`config.mk`:
```
export PLATFORM = sky130hd
export DESIGN_NAME = txgain_preset_ctrl
export DESIGN_NICKNAME = d
export VERILOG_FILES = /design/src/rtl/txg_pkg.sv /design/src/rtl/txg_mode_sync.sv /design/src/rtl/txg_preset_bank.sv /design/src/rtl/txgain_preset_ctrl.sv
export SDC_FILE = /design/constraint.sdc
export NUM_CORES = 1
export LEC_CHECK = 0
export BUFFER_PORTS_ARGS = -buffer_cell sky130_fd_sc_hd__buf_2
export CAP_MARGIN = 20
export CELL_PAD_IN_SITES_DETAIL_PLACEMENT = 1
export CELL_PAD_IN_SITES_GLOBAL_PLACEMENT = 1
export CORE_ASPECT_RATIO = 0.6
export CORE_MARGIN = 2
export CORE_UTILIZATION = 47
export DETAILED_ROUTE_END_ITERATION = 7
export PLACE_DENSITY = 0.82
export REMOVE_ABC_BUFFERS = 1
export SLEW_MARGIN = 20
export SYNTH_ARGS = -nofsm -noshare
export SYNTH_HDL_FRONTEND = slang
export SYNTH_SLANG_ARGS = --single-unit
```
`constraint.sdc`:
```
create_clock -name clk -period 7.05 [get_ports clk]
set_input_delay 0.3525 -clock clk [delete_from_list [all_inputs] [get_ports clk]]
set_output_delay 0.3525 -clock clk [all_outputs]
set_load 0.01 [all_outputs]
```
`src/rtl/txg_pkg.sv`:
```
`timescale 1ns/1ps
package txg_pkg;
  localparam int GAIN_W = 5;
  typedef logic [GAIN_W-1:0] gain_t;
  typedef struct packed {
    logic  sel;
    gain_t val;
  } preset_cfg_t;
  typedef struct packed {
    preset_cfg_t a;
    preset_cfg_t b;
  } fuse_word_t;
endpackage

```
`src/rtl/txg_mode_sync.sv`:
```
`timescale 1ns/1ps
module txg_mode_sync #(
  parameter int STAGES = 2
) (
  input  logic clk,
  input  logic pin,
  output logic level,
  output logic chg
);
  logic [STAGES-1:0] shift_q = '0;
  logic              prev_q  = 1'b0;

  always_ff @(posedge clk) begin
    shift_q <= {shift_q[STAGES-2:0], pin};
    prev_q  <= shift_q[STAGES-1];
  end

  assign level = shift_q[STAGES-1];
  assign chg   = shift_q[STAGES-1] ^ prev_q;
endmodule

```
`src/rtl/txg_preset_bank.sv`:
```
`timescale 1ns/1ps
module txg_preset_bank
  import txg_pkg::*;
#(
  parameter int PROD_A      = 29,
  parameter int PROD_B      = 16,
  parameter int BURN_CYCLES = 100000
) (
  input  logic  clk,
  input  logic  rst,
  input  logic  st_otp,
  input  logic  pa_wr,
  input  gain_t pa_val,
  input  logic  pa_sel,
  input  logic  pa_burn,
  input  logic  pb_wr,
  input  gain_t pb_val,
  input  logic  pb_sel,
  output gain_t preset_a,
  output gain_t preset_b,
  output gain_t fuse_preset_a,
  output gain_t fuse_preset_b
);
  localparam int CNT_W = $clog2(BURN_CYCLES + 1);

  fuse_word_t       fuse_q = '0;
  fuse_word_t       cfg_q, cfg_nxt, snap_q;
  logic [CNT_W-1:0] cnt_q;
  logic             start;

  always_comb begin
    cfg_nxt = cfg_q;
    if (st_otp && pa_wr) begin
      cfg_nxt.a.sel = pa_sel;
      cfg_nxt.a.val = pa_val;
    end
    if (st_otp && pb_wr) begin
      cfg_nxt.b.sel = pb_sel;
      cfg_nxt.b.val = pb_val;
    end
  end

  assign start = st_otp && pa_wr && pa_burn && (cnt_q == '0);

  always_ff @(posedge clk) begin
    if (rst) begin
      cfg_q  <= fuse_q;
      cnt_q  <= '0;
      snap_q <= '0;
    end else begin
      cfg_q <= cfg_nxt;
      if (start) begin
        cnt_q  <= CNT_W'(BURN_CYCLES);
        snap_q <= cfg_nxt;
      end else if (cnt_q != '0) begin
        cnt_q <= cnt_q - CNT_W'(1);
      end
    end
  end

  // fuse array: bits only ever set, never cleared, untouched by reset
  always_ff @(posedge clk) begin
    if (!rst && cnt_q == CNT_W'(1))
      fuse_q <= fuse_q | snap_q;
  end

  preset_cfg_t cur_cfg [2];
  preset_cfg_t fz_cfg  [2];
  gain_t       prod    [2];
  gain_t       cur_p   [2];
  gain_t       fz_p    [2];

  assign cur_cfg[0] = cfg_q.a;
  assign cur_cfg[1] = cfg_q.b;
  assign fz_cfg[0]  = fuse_q.a;
  assign fz_cfg[1]  = fuse_q.b;
  assign prod[0]    = GAIN_W'(PROD_A);
  assign prod[1]    = GAIN_W'(PROD_B);

  for (genvar i = 0; i < 2; i++) begin : g_mux
    assign cur_p[i] = cur_cfg[i].sel ? cur_cfg[i].val : prod[i];
    assign fz_p[i]  = fz_cfg[i].sel  ? fz_cfg[i].val  : prod[i];
  end

  assign preset_a      = cur_p[0];
  assign preset_b      = cur_p[1];
  assign fuse_preset_a = fz_p[0];
  assign fuse_preset_b = fz_p[1];
endmodule

```
`src/rtl/txgain_preset_ctrl.sv`:
```
`timescale 1ns/1ps
module txgain_preset_ctrl
  import txg_pkg::*;
#(
  parameter int PROD_A      = 29,
  parameter int PROD_B      = 16,
  parameter int BURN_CYCLES = 100000,
  parameter int SYNC_STAGES = 2
) (
  input  logic              clk,
  input  logic              rst,
  input  logic              mode_pin,
  input  logic              st_prog,
  input  logic              st_tx,
  input  logic              st_otp,
  input  logic              ctl_wr,
  input  logic              ctl_mode,
  input  logic [GAIN_W-1:0] ctl_gain,
  input  logic              pa_wr,
  input  logic [GAIN_W-1:0] pa_val,
  input  logic              pa_sel,
  input  logic              pa_burn,
  input  logic              pb_wr,
  input  logic [GAIN_W-1:0] pb_val,
  input  logic              pb_sel,
  output logic [GAIN_W-1:0] gain,
  output logic [GAIN_W-1:0] preset_a,
  output logic [GAIN_W-1:0] preset_b,
  output logic              tx_err
);
  logic  mode_lvl, mode_chg, mode_bit_q, err_q, bit_chg;
  gain_t gain_q, fz_a, fz_b, pre_a, pre_b;

  txg_mode_sync #(.STAGES(SYNC_STAGES)) u_sync (
    .clk   (clk),
    .pin   (mode_pin),
    .level (mode_lvl),
    .chg   (mode_chg)
  );

  txg_preset_bank #(
    .PROD_A      (PROD_A),
    .PROD_B      (PROD_B),
    .BURN_CYCLES (BURN_CYCLES)
  ) u_bank (
    .clk           (clk),
    .rst           (rst),
    .st_otp        (st_otp),
    .pa_wr         (pa_wr),
    .pa_val        (pa_val),
    .pa_sel        (pa_sel),
    .pa_burn       (pa_burn),
    .pb_wr         (pb_wr),
    .pb_val        (pb_val),
    .pb_sel        (pb_sel),
    .preset_a      (pre_a),
    .preset_b      (pre_b),
    .fuse_preset_a (fz_a),
    .fuse_preset_b (fz_b)
  );

  assign bit_chg = ctl_wr && (ctl_mode != mode_bit_q);

  always_ff @(posedge clk) begin
    if (rst) begin
      gain_q     <= mode_lvl ? fz_b : fz_a;
      mode_bit_q <= 1'b0;
      err_q      <= 1'b0;
    end else if (st_tx) begin
      if (ctl_wr || mode_chg)
        err_q <= 1'b1;
    end else begin
      if (ctl_wr)
        mode_bit_q <= ctl_mode;
      if (st_prog && bit_chg)
        gain_q <= ctl_mode ? pre_b : pre_a;
      else if (st_prog && mode_chg)
        gain_q <= mode_lvl ? pre_b : pre_a;
      else if (ctl_wr)
        gain_q <= ctl_gain;
    end
  end

  assign gain     = gain_q;
  assign preset_a = pre_a;
  assign preset_b = pre_b;
  assign tx_err   = err_q;
endmodule

```
# --- Word-level counts from Yosys, hierarchy flattened ---
# Index checks and enable logic that the tools add are counted.
word_totals:
  regBits: 63
  latch_bits: 0
  mem_bits_rw: 0
  rom_bits: 0
  input_bits: 28
  out_inout_bits: 16
  memories: 0
classes:
  addsub: 1
  multipliers: 0
  div: 0
  n_lt_le_gt_ge: 0
  eq_ne: 3
  shift: 0
  mux: 17
  bitwise_logic: 3
  n_reduce_logical: 18
ops:
  columns: ["cell", "count"]
  rows:
  - ["5-bit 2-to-1 mux", 12]
  - ["17-bit 2-to-1 mux", 2]
  - ["17-bit by 1-bit equality test with 1-bit output (second input constant)", 1]
  - ["17-bit logical NOT", 1]
  - ["17-bit nonzero test", 1]
  - ["17-bit by 1-bit subtractor with 17-bit output (second input constant)", 1]
  - ["12-bit 2-to-1 mux", 1]
  - ["6-bit 2-to-1 mux", 2]
  - ["12-bit bitwise OR", 1]
  - ["1-bit logical AND", 8]
  - ["2-bit AND reduction", 3]
  - ["4-bit nonzero test", 1]
  - ["2-bit != test (second input constant)", 1]
  - ["2-bit nonzero test", 1]
  - ["2-bit OR reduction", 1]
  - ["1-bit logical NOT", 1]
  - ["1-bit logical OR", 1]
  - ["1-bit != test", 1]
  - ["1-bit inverter", 1]
  - ["1-bit XOR", 1]

# --- Depth between registers and ports, before layout ---
# Gate-level depths: netlist of the first run.
logic_depth:
  word_depth: 6
  mapped_depth: 8

# --- Modules after synthesis ---
# A second synthesis of the first run with hierarchy kept.
unflattened:
  hier_cells: 322
  area_unflattened_um2: 3204.3
modules_own_cells:
  columns: ["module", "instances", "cells_each", "area_each_um2", "seq_area_each_um2"]
  rows:
  - ["txg_preset_bank", 1, 259, 2472.4, 1181.1]
  - ["txgain_preset_ctrl", 1, 59, 663.1, 190.2]
  - ["txg_mode_sync", 1, 4, 68.8, 60.1]

# --- Least setup slack after synthesis of the first run ---
# OpenSTA, ideal clock, no wires.
synth_path:
  path_kind: "register to register"
  start: "register u_bank.cnt_q[8]"
  end: "register u_bank.fuse_q[0] in the netlist's numbering, enable pin"
  setup_time_ns: 0.417
  arrival_time_ns: 2.746
  setup_slack_ns: 3.887
  stages_incl_launch_ff: 5
  n_path_buf: 1
  path_cell_list: "dfxtp_1 > or4_1 > buf_2 > or3_1 > nor4b_1"
synth_via:
  elab_chain_cells: 2
synth_rtl:
  columns: ["element", "line", "rtl"]
  rows:
  - ["from (decl)", "txg_preset_bank.sv:28", "logic [CNT_W-1:0] cnt_q;"]
  - ["from (signal assigned)", "txg_preset_bank.sv:53", "cnt_q <= CNT_W'(BURN_CYCLES);"]
  - ["from (signal assigned)", "txg_preset_bank.sv:56", "cnt_q <= cnt_q - CNT_W'(1);"]
  - ["17-bit by 1-bit equality test with 1-bit output", "txg_preset_bank.sv:63", "if (!rst && cnt_q == CNT_W'(1))"]
  - ["1-bit logical AND", "txg_preset_bank.sv:63", null]
  - ["to (signal assigned)", "txg_preset_bank.sv:64", "fuse_q <= fuse_q | snap_q;"]
  - ["to (decl)", "txg_preset_bank.sv:26", "fuse_word_t fuse_q = '0;"]
# No other way between the ends.
# A chain may end at the register's enable or synchronous reset.

# --- Worst setup path after layout of the first run ---
layout_path:
  start: "register u_bank.cnt_q[0]"
  end: "register u_bank.cnt_q[9]"
layout_via:
  elab_chain_cells: 3
layout_rtl:
  columns: ["element", "line"]
  rows:
  - ["17-bit by 1-bit subtractor with 17-bit output or 17-bit logical NOT (tied branches)", "txg_preset_bank.sv:56, txg_preset_bank.sv:43"]
  - ["17-bit 2-to-1 mux or 1-bit logical AND (tied branches)", "txg_preset_bank.sv:55, txg_preset_bank.sv:43"]
  - ["17-bit 2-to-1 mux or 2-bit nonzero test (tied branches)", null]
# Parallel ways exist; a longest one is shown, timed or not. The select of a mux whose other input is x is not followed.

==> qor.yml, run 1 <==
outcome: "finished clean"
htree_num_levels: 3
finalSetupViolations: 0
synth_cells: 337
n_antenna_cell: 0
hp-class: "in -> reg"
remaining_drc_errors: 0
fp.dieH_um: 67.22
cp_max_fo: 15
grt_max_degree: 53
place_ws_ns: 4.554
drive_above_1_share_pct: 24.27
clk_path_buf_depth: 2
postCtsHoldBufs: 0
cellLeakagePower_nw: 1.376
clock-sinks: 63
stdcell_count: 459
gp_congestion: 0.8292
overflow: 0
drt_iter0_markers: 144
dp.cells: 443
clk_latency_ns: 0.34
min_period_ns: 2.554
ys_types: 53
yosys_warnings: 0
tritoncts: "done"
synth_edf_count: 17
drtAntennaViolNets: 0
finalWirelength_um: 9238
hpwl_um: 6568
first_global_vias: 2696
startpoint_type: "flop"
grt_usage_pct: 26.86
drv_cap: 0
critPathRequiredTime_ns: 7.23
avgSynthCellArea_um2: 9.289
placementRows: 22
setup_ws_ns: 4.496
postCtsSetupRepairBufs: 0
endpoint_kind: "flop"
fin_crit_sh_pct: 36.23
routedWlPerCell_um: 20.13
nets: 400
crit_top_cell: "or4b_1"
cts_buffers: 9
post_cts_resized: 0
die_area_um2: 7351
dr.pass1.iters: 4
synth_area_leader_cell: "dfxtp_1"
syn_area_um2: 3131
core-area_um2: 6276
ys_seq_elements: 63
worst_pin_slew_ns: 0.9674
fin_setup_tns_ns: 0
die_x_um: 109.4
hold_viol_final: 0
grt_antenna_before_repair: 0
crit_path_top_delay_cell: "nor4_4"
reg2reg_slack_ns: 4.50
clock_skew_ns: 0.009149
rsz0062_at_grt: "false"
slew-limit-headroom_pct: 35.50
ys_seq_area_share_pct: 45.72
vdd_ir_drop_max_uv: 225.1
io_buffers: 43
synth_top_area_share_pct: 29.42
ys.flop_type: "dfxtp_1"
critical_path_class: "reg -> reg"
syn_to_final_growth_pct: 15.91
root_buffer: "clkbuf_8"
slowest_delay_ns: 0.61
arrival_ns: 2.73
async_reset_ff_share_pct: 0
crit_path_cell_trace: "inv_1, ha_1, or4b_1, nor4_4, buf_4, or4b_1, a31oi_1"
viasPerCell: 6.076
slew_viol_final: 0
grt_pass1_wl_um: 14550
dr_total_vias: 2789
design.portCount: 44
synth.area.top_cells: "dfxtp_1 29%, edfxtp_1 16%, a21oi_1 5.3%, mux2_2 4.3%, nand3_1 3.4%"
initial_core_util_pct: 49.88
fmax_ghz: 0.3915
powerDensity_nw_per_um2: 411.8
path_clk_slew_ns: 0.08
[synth_stat cells, drive strengths merged (6+ instances only)]
cell type and instances:
o31ai 11, a21oi 33, or3 6, or2 13, edfxtp 17, and2 6, nor2 14, dfxtp 46
or4 9, clkbuf 15, buf 8, nand3 21, mux2i 8, mux2 12, inv 10, nand2 22
o21ai 23
[layout make-up]
| type | count | area [um2] |
|---|---|---|
| inverter | 10 | 37.54 |
| fill | 750 | 2648 |
| sequential | 63 | 1431 |
| multi-input combinational | 241 | 1560 |
| clock buffer | 10 | 148.9 |
| timing repair buffer | 45 | 230.2 |
| clock inverter | 6 | 115.1 |
| tap | 84 | 105.1 |
[path summary, 6_finish.rpt]
kind	depth (start not counted)	to	startpoint
setup reg to reg	7	u_bank.cnt_q[9]	u_bank.cnt_q[0]
hold / removal	1	u_sync.shift_q[0]	mode_pin
hold reg to reg	0	u_sync.shift_q[1]	u_sync.shift_q[0]
setup / recovery	7	u_bank.cnt_q[9]	u_bank.cnt_q[0]
[logic make-up after synthesis]
group	after synthesis	synth area share, %
adders and majority gates	2	0.7992
xor gates and xnor gates	2	0.5597
and+or+nand+nor	120	21.78
DFF	63	45.72
muxes	20	6.875
AOI/OAI and AO/OA	97	19.62
buffers and inverters	33	4.636
[metal layers]
metal	routed length, um	track usage [%]	vias to the layer above
li1	-	-	1316
met1	4556	39.69	1384
met2	4075	40.82	80
met3	551	5.695	9
met4	55	5.222	0
met5	0	0	-
[registers in the layout, summed over array words and instances (netlist names)]
signal,flops
mode_bit_q,1
u_bank.cnt_q,17
u_bank.fuse_q,12
u_sync.shift_q,2
tx_err,1
u_bank.snap_q,12
gain,5
u_bank.cfg_q,12
u_sync.prev_q,1
[layout by cell type, fill, tap and decap left out, types with 9 or more instances in the layout]
cell type / count
nor2_1: 14
inv_1: 10
nand3_1: 21
a21oi_1: 33
o21ai_1: 13
buf_2: 43
dfxtp_1: 46
clkbuf_8: 9
nand2_1: 22
mux2_2: 12
edfxtp_1: 17
o21ai_0: 10
o31ai_1: 11
or2_2: 13
[where the power goes]
group	leakage (nW)	internal [mW]	switching [mW]
logic	0.755	0.198	0.385
clock network	0.128	0.258	0.151
registers	0.493	0.433	0.0693
[through the flow]
step | hold slack (ns) | power (mW) | util (%) | area (um2)
floorplan | 0.3096 | 0.8827 | - | 3023
global placement | 0.3504 | 1.045 | 53.61 | 3364
detailed placement | 0.3482 | 1.074 | 53.61 | 3364
CTS | 0.09926 | 1.487 | 57.82 | 3628
global route | 0.1050 | 1.581 | 57.82 | 3628
finish | 0.1054 | 1.494 | 57.82 | 3628
[worst max-delay path: cells and delay by family, from the launching register on]
family          cells  cell delay [ns]
buf+inv             2             0.45
flops               1             0.36
fa+ha+maj           1             0.21
simple gates        3             1.28
compound gates      1             0.08
(Power assumes the default switching activity.)
==> inputs of run 2 (changes only) <==
--- a/config.mk
+++ b/config.mk
@@ -11,9 +11,9 @@
 export CELL_PAD_IN_SITES_GLOBAL_PLACEMENT = 1
 export CORE_ASPECT_RATIO = 0.6
 export CORE_MARGIN = 2
-export CORE_UTILIZATION = 47
+export CORE_UTILIZATION = 39
 export DETAILED_ROUTE_END_ITERATION = 7
-export PLACE_DENSITY = 0.82
+export PLACE_DENSITY = 0.73
 export REMOVE_ABC_BUFFERS = 1
 export SLEW_MARGIN = 20
 export SYNTH_ARGS = -nofsm -noshare
==> constraint.sdc (replaced) <==
create_clock -name clk -period 2.1 [get_ports clk]
set_input_delay 0.105 -clock clk [delete_from_list [all_inputs] [get_ports clk]]
set_output_delay 0.105 -clock clk [all_outputs]
set_load 0.01 [all_outputs]
==> qor.yml, run 2 (same netlist as run 1, synthesis figures left out) <==
viasPerCell: 5.684  # was 6.076
min_period_ns: 2.165  # was 2.554 ns
cts_buffers: 9  # unchanged
switching_share_pct: 37.78  # was 40.55%
final_common_cell: "buf_2"  # was dfxtp_1
rsz0062_at_grt: "true"  # was false
die_x_um: 119.7  # was 109.4 um
htree_num_levels: 3  # unchanged
endpoint: "u_bank.snap_q[8]"  # was u_bank.cnt_q[9]
arrival_ns: 2.36  # was 2.73 ns
clk_latency_ns: 0.34  # about the same
finalSetupViolations: 11  # was 0
path_clk_slew_ns: 0.05  # was 0.08 ns
fin_crit_sh_pct: 103.1  # was 36.23%
intPower_mw: 4.175  # was 888.3 uW
reg2reg_slack_ns: -0.07  # was 4.50 ns
design.portCount: 44  # unchanged
grt_usage_pct: 23.63  # was 26.86%
dr_total_vias: 3018  # was 2789
grt_antenna_before_repair: 0  # unchanged
hp-class: "in -> reg"  # unchanged
p_switching_mw: 2.535  # was 605.8 uW
clock_skew_ns: 0.005298  # was 0.009149 ns
core-area_um2: 7820  # was 6276 um2
r2r_start: "u_bank.cnt_q[1]"  # was u_bank.cnt_q[0]
drv_cap: 0  # unchanged
overflow: 0  # unchanged
clock-sinks: 63  # unchanged
dr.pass1.iters: 4  # unchanged
place_ws_ns: -0.08139  # was 4.554 ns
use_met2_pct: 35.56  # was 40.82%
fp.dieH_um: 73.40  # was 67.22 um
use_met3_pct: 6.056  # was 5.695%
critPathLaunch: "u_bank.cnt_q[1]"  # was u_bank.cnt_q[0]
violations: "setup timing"
p_seq_share_pct: 23.9  # was 33.6%
vdd_ir_drop_max_uv: 760.5  # was 225.1 uV
first_global_vias: 2894  # was 2696
placementRows: 25  # was 22
n_antenna_cell: 0  # unchanged
nets: 448  # was 400
drt_iter0_markers: 296  # was 144
clk_path_buf_depth: 2  # unchanged
grt.busiest_layer: "met2"  # unchanged
root_buffer: "clkbuf_16"  # was clkbuf_8
holdWs_ns: 0.04144  # was 0.1054 ns
critPathRequiredTime_ns: 2.29  # was 7.23 ns
io_buffers: 43  # unchanged
endpoint_kind: "flop"  # unchanged
power.share.clock_pct: 22.3  # was 27.3%
startpoint_type: "flop"  # unchanged
syn_to_final_growth_pct: 35.01  # was 15.91%
slew-limit-headroom_pct: 44.10  # was 35.50%
critical_path_class: "reg -> reg"  # unchanged
r2r_end: "u_bank.snap_q[8]"  # was u_bank.cnt_q[9]
cp_max_fo: 6  # was 15
remaining_drc_errors: 0  # unchanged
finalWirelength_um: 10480  # was 9238 um
slew_viol_final: 0  # unchanged
met1_usage_pct: 33.27  # was 39.69%
fmax_ghz: 0.4618  # was 0.3915 GHz
initial_core_util_pct: 40.03  # was 49.88%
reg2regPathDepth: 7  # unchanged
hold_viol_final: 0  # unchanged
cellLeakagePower_nw: 1.652  # was 1.376 nW
worst_pin_slew_ns: 0.8361  # was 0.9674 ns
gp_congestion: 0.8489  # was 0.8292
drtAntennaViolNets: 0  # unchanged
tritoncts: "done"  # unchanged
regMostFlops: "u_bank.cnt_q"  # unchanged
grt_pass1_wl_um: 15690  # was 14550 um
powerDensity_nw_per_um2: 1587  # was 411.8 nW/um2
final_cell_mix: "43 x buf_2, 42 x dfxtp_1, 38 x buf_4"  # was 46 x dfxtp_1, 43 x buf_2, 33 x a21oi_1
grt_max_degree: 38  # was 53
setup_ws_ns: -0.06533  # was 4.496 ns
hpwl_um: 6960  # was 6568 um
routedWlPerCell_um: 19.73  # was 20.13 um
outcome: "complete, but fails checks"  # was finished clean
drive_above_1_share_pct: 38.77  # was 24.27%
pwr-share-comb_pct: 53.8  # was 39.0%
die_area_um2: 8783  # was 7351 um2
largest_reg_flops: 17  # unchanged
run 2: changes by cell type in the layout (fill, tap and decap cells not counted), sizes merged:
cell	before	now
buf	45	90
clkbuf	10	13
bufinv	3	1
or4	9	11
clkinv	2	1
dlygate4sd3	0	1
run 2: worst min path at each step:
stage,start,end,slack [ns],cells past startpoint
after floorplan,mode_pin,u_sync.shift_q[0],0.13,0
after global placement,mode_pin,u_sync.shift_q[0],0.21,1
after detailed placement,mode_pin,u_sync.shift_q[0],0.22,1
after CTS,pa_val[0],u_bank.snap_q[6],0.04,3
after global routing,pa_val[2],u_bank.snap_q[8],0.04,3
final,pa_val[1],u_bank.snap_q[7],0.04,3
run 2: critical path, cell delays in order (launching register included):
cell	delay [ns]
dfxtp_2	0.32
inv_2	0.07
ha_4	0.13
or4b_4	0.48
buf_6	0.14
or4_4	0.59
o21ai_1	0.20
a21oi_1	0.10
run 2: per-stage QoR:
stage	total power, mW	setup TNS [ns]	cell area, um2	cells	utilization, %
finish	6.709	-0.2433	4227	531	54.05
global route	7.048	-1.091	4227	531	54.05
global placement	4.176	-0.4722	3667	500	46.90
floorplan	2.963	-17.06	3023	314	-
detailed placement	4.291	-1.005	3667	500	46.90
CTS	5.958	0	4013	519	51.31
run 2: layout make-up:
cell class                 count  area [um2]
multi-input combinational    243        1688
sequential                    63        1436
inverter                      10       37.54
tap                          108       135.1
timing repair buffer          91       636.9
fill                         913        3593
clock inverter                 3       42.54
clock buffer                  13       250.2
run 2: timing repair:
item | CTS | global route
hold buffers | 1 | 0
hold endpoints to repair | 1 | 0
resized for setup | 9 | 39
gates cloned | 1 | 2
buffers inserted | 1 | 10
endpoints found under the setup margin | 36 | 32
pin swaps | 4 | 12
run 2: metal layers:
layer	up-vias	part of all wire (%)
li1	1428	-
met1	1508	49
met2	67	44
met3	15	5.3
met4	0	1.5
met5	-	0
run 2: power by group through the flow:
| stage | Clock, mW | Sequential [mW] | Combinational, mW |
|---|---|---|---|
| after floorplan | 0 | 1.63 | 1.33 |
| after global placement | 0 | 1.59 | 2.59 |
| after detailed placement | 0 | 1.60 | 2.69 |
| after CTS | 1.51 | 1.58 | 2.86 |
| after global routing | 1.56 | 1.63 | 3.86 |
| final | 1.50 | 1.60 | 3.61 |
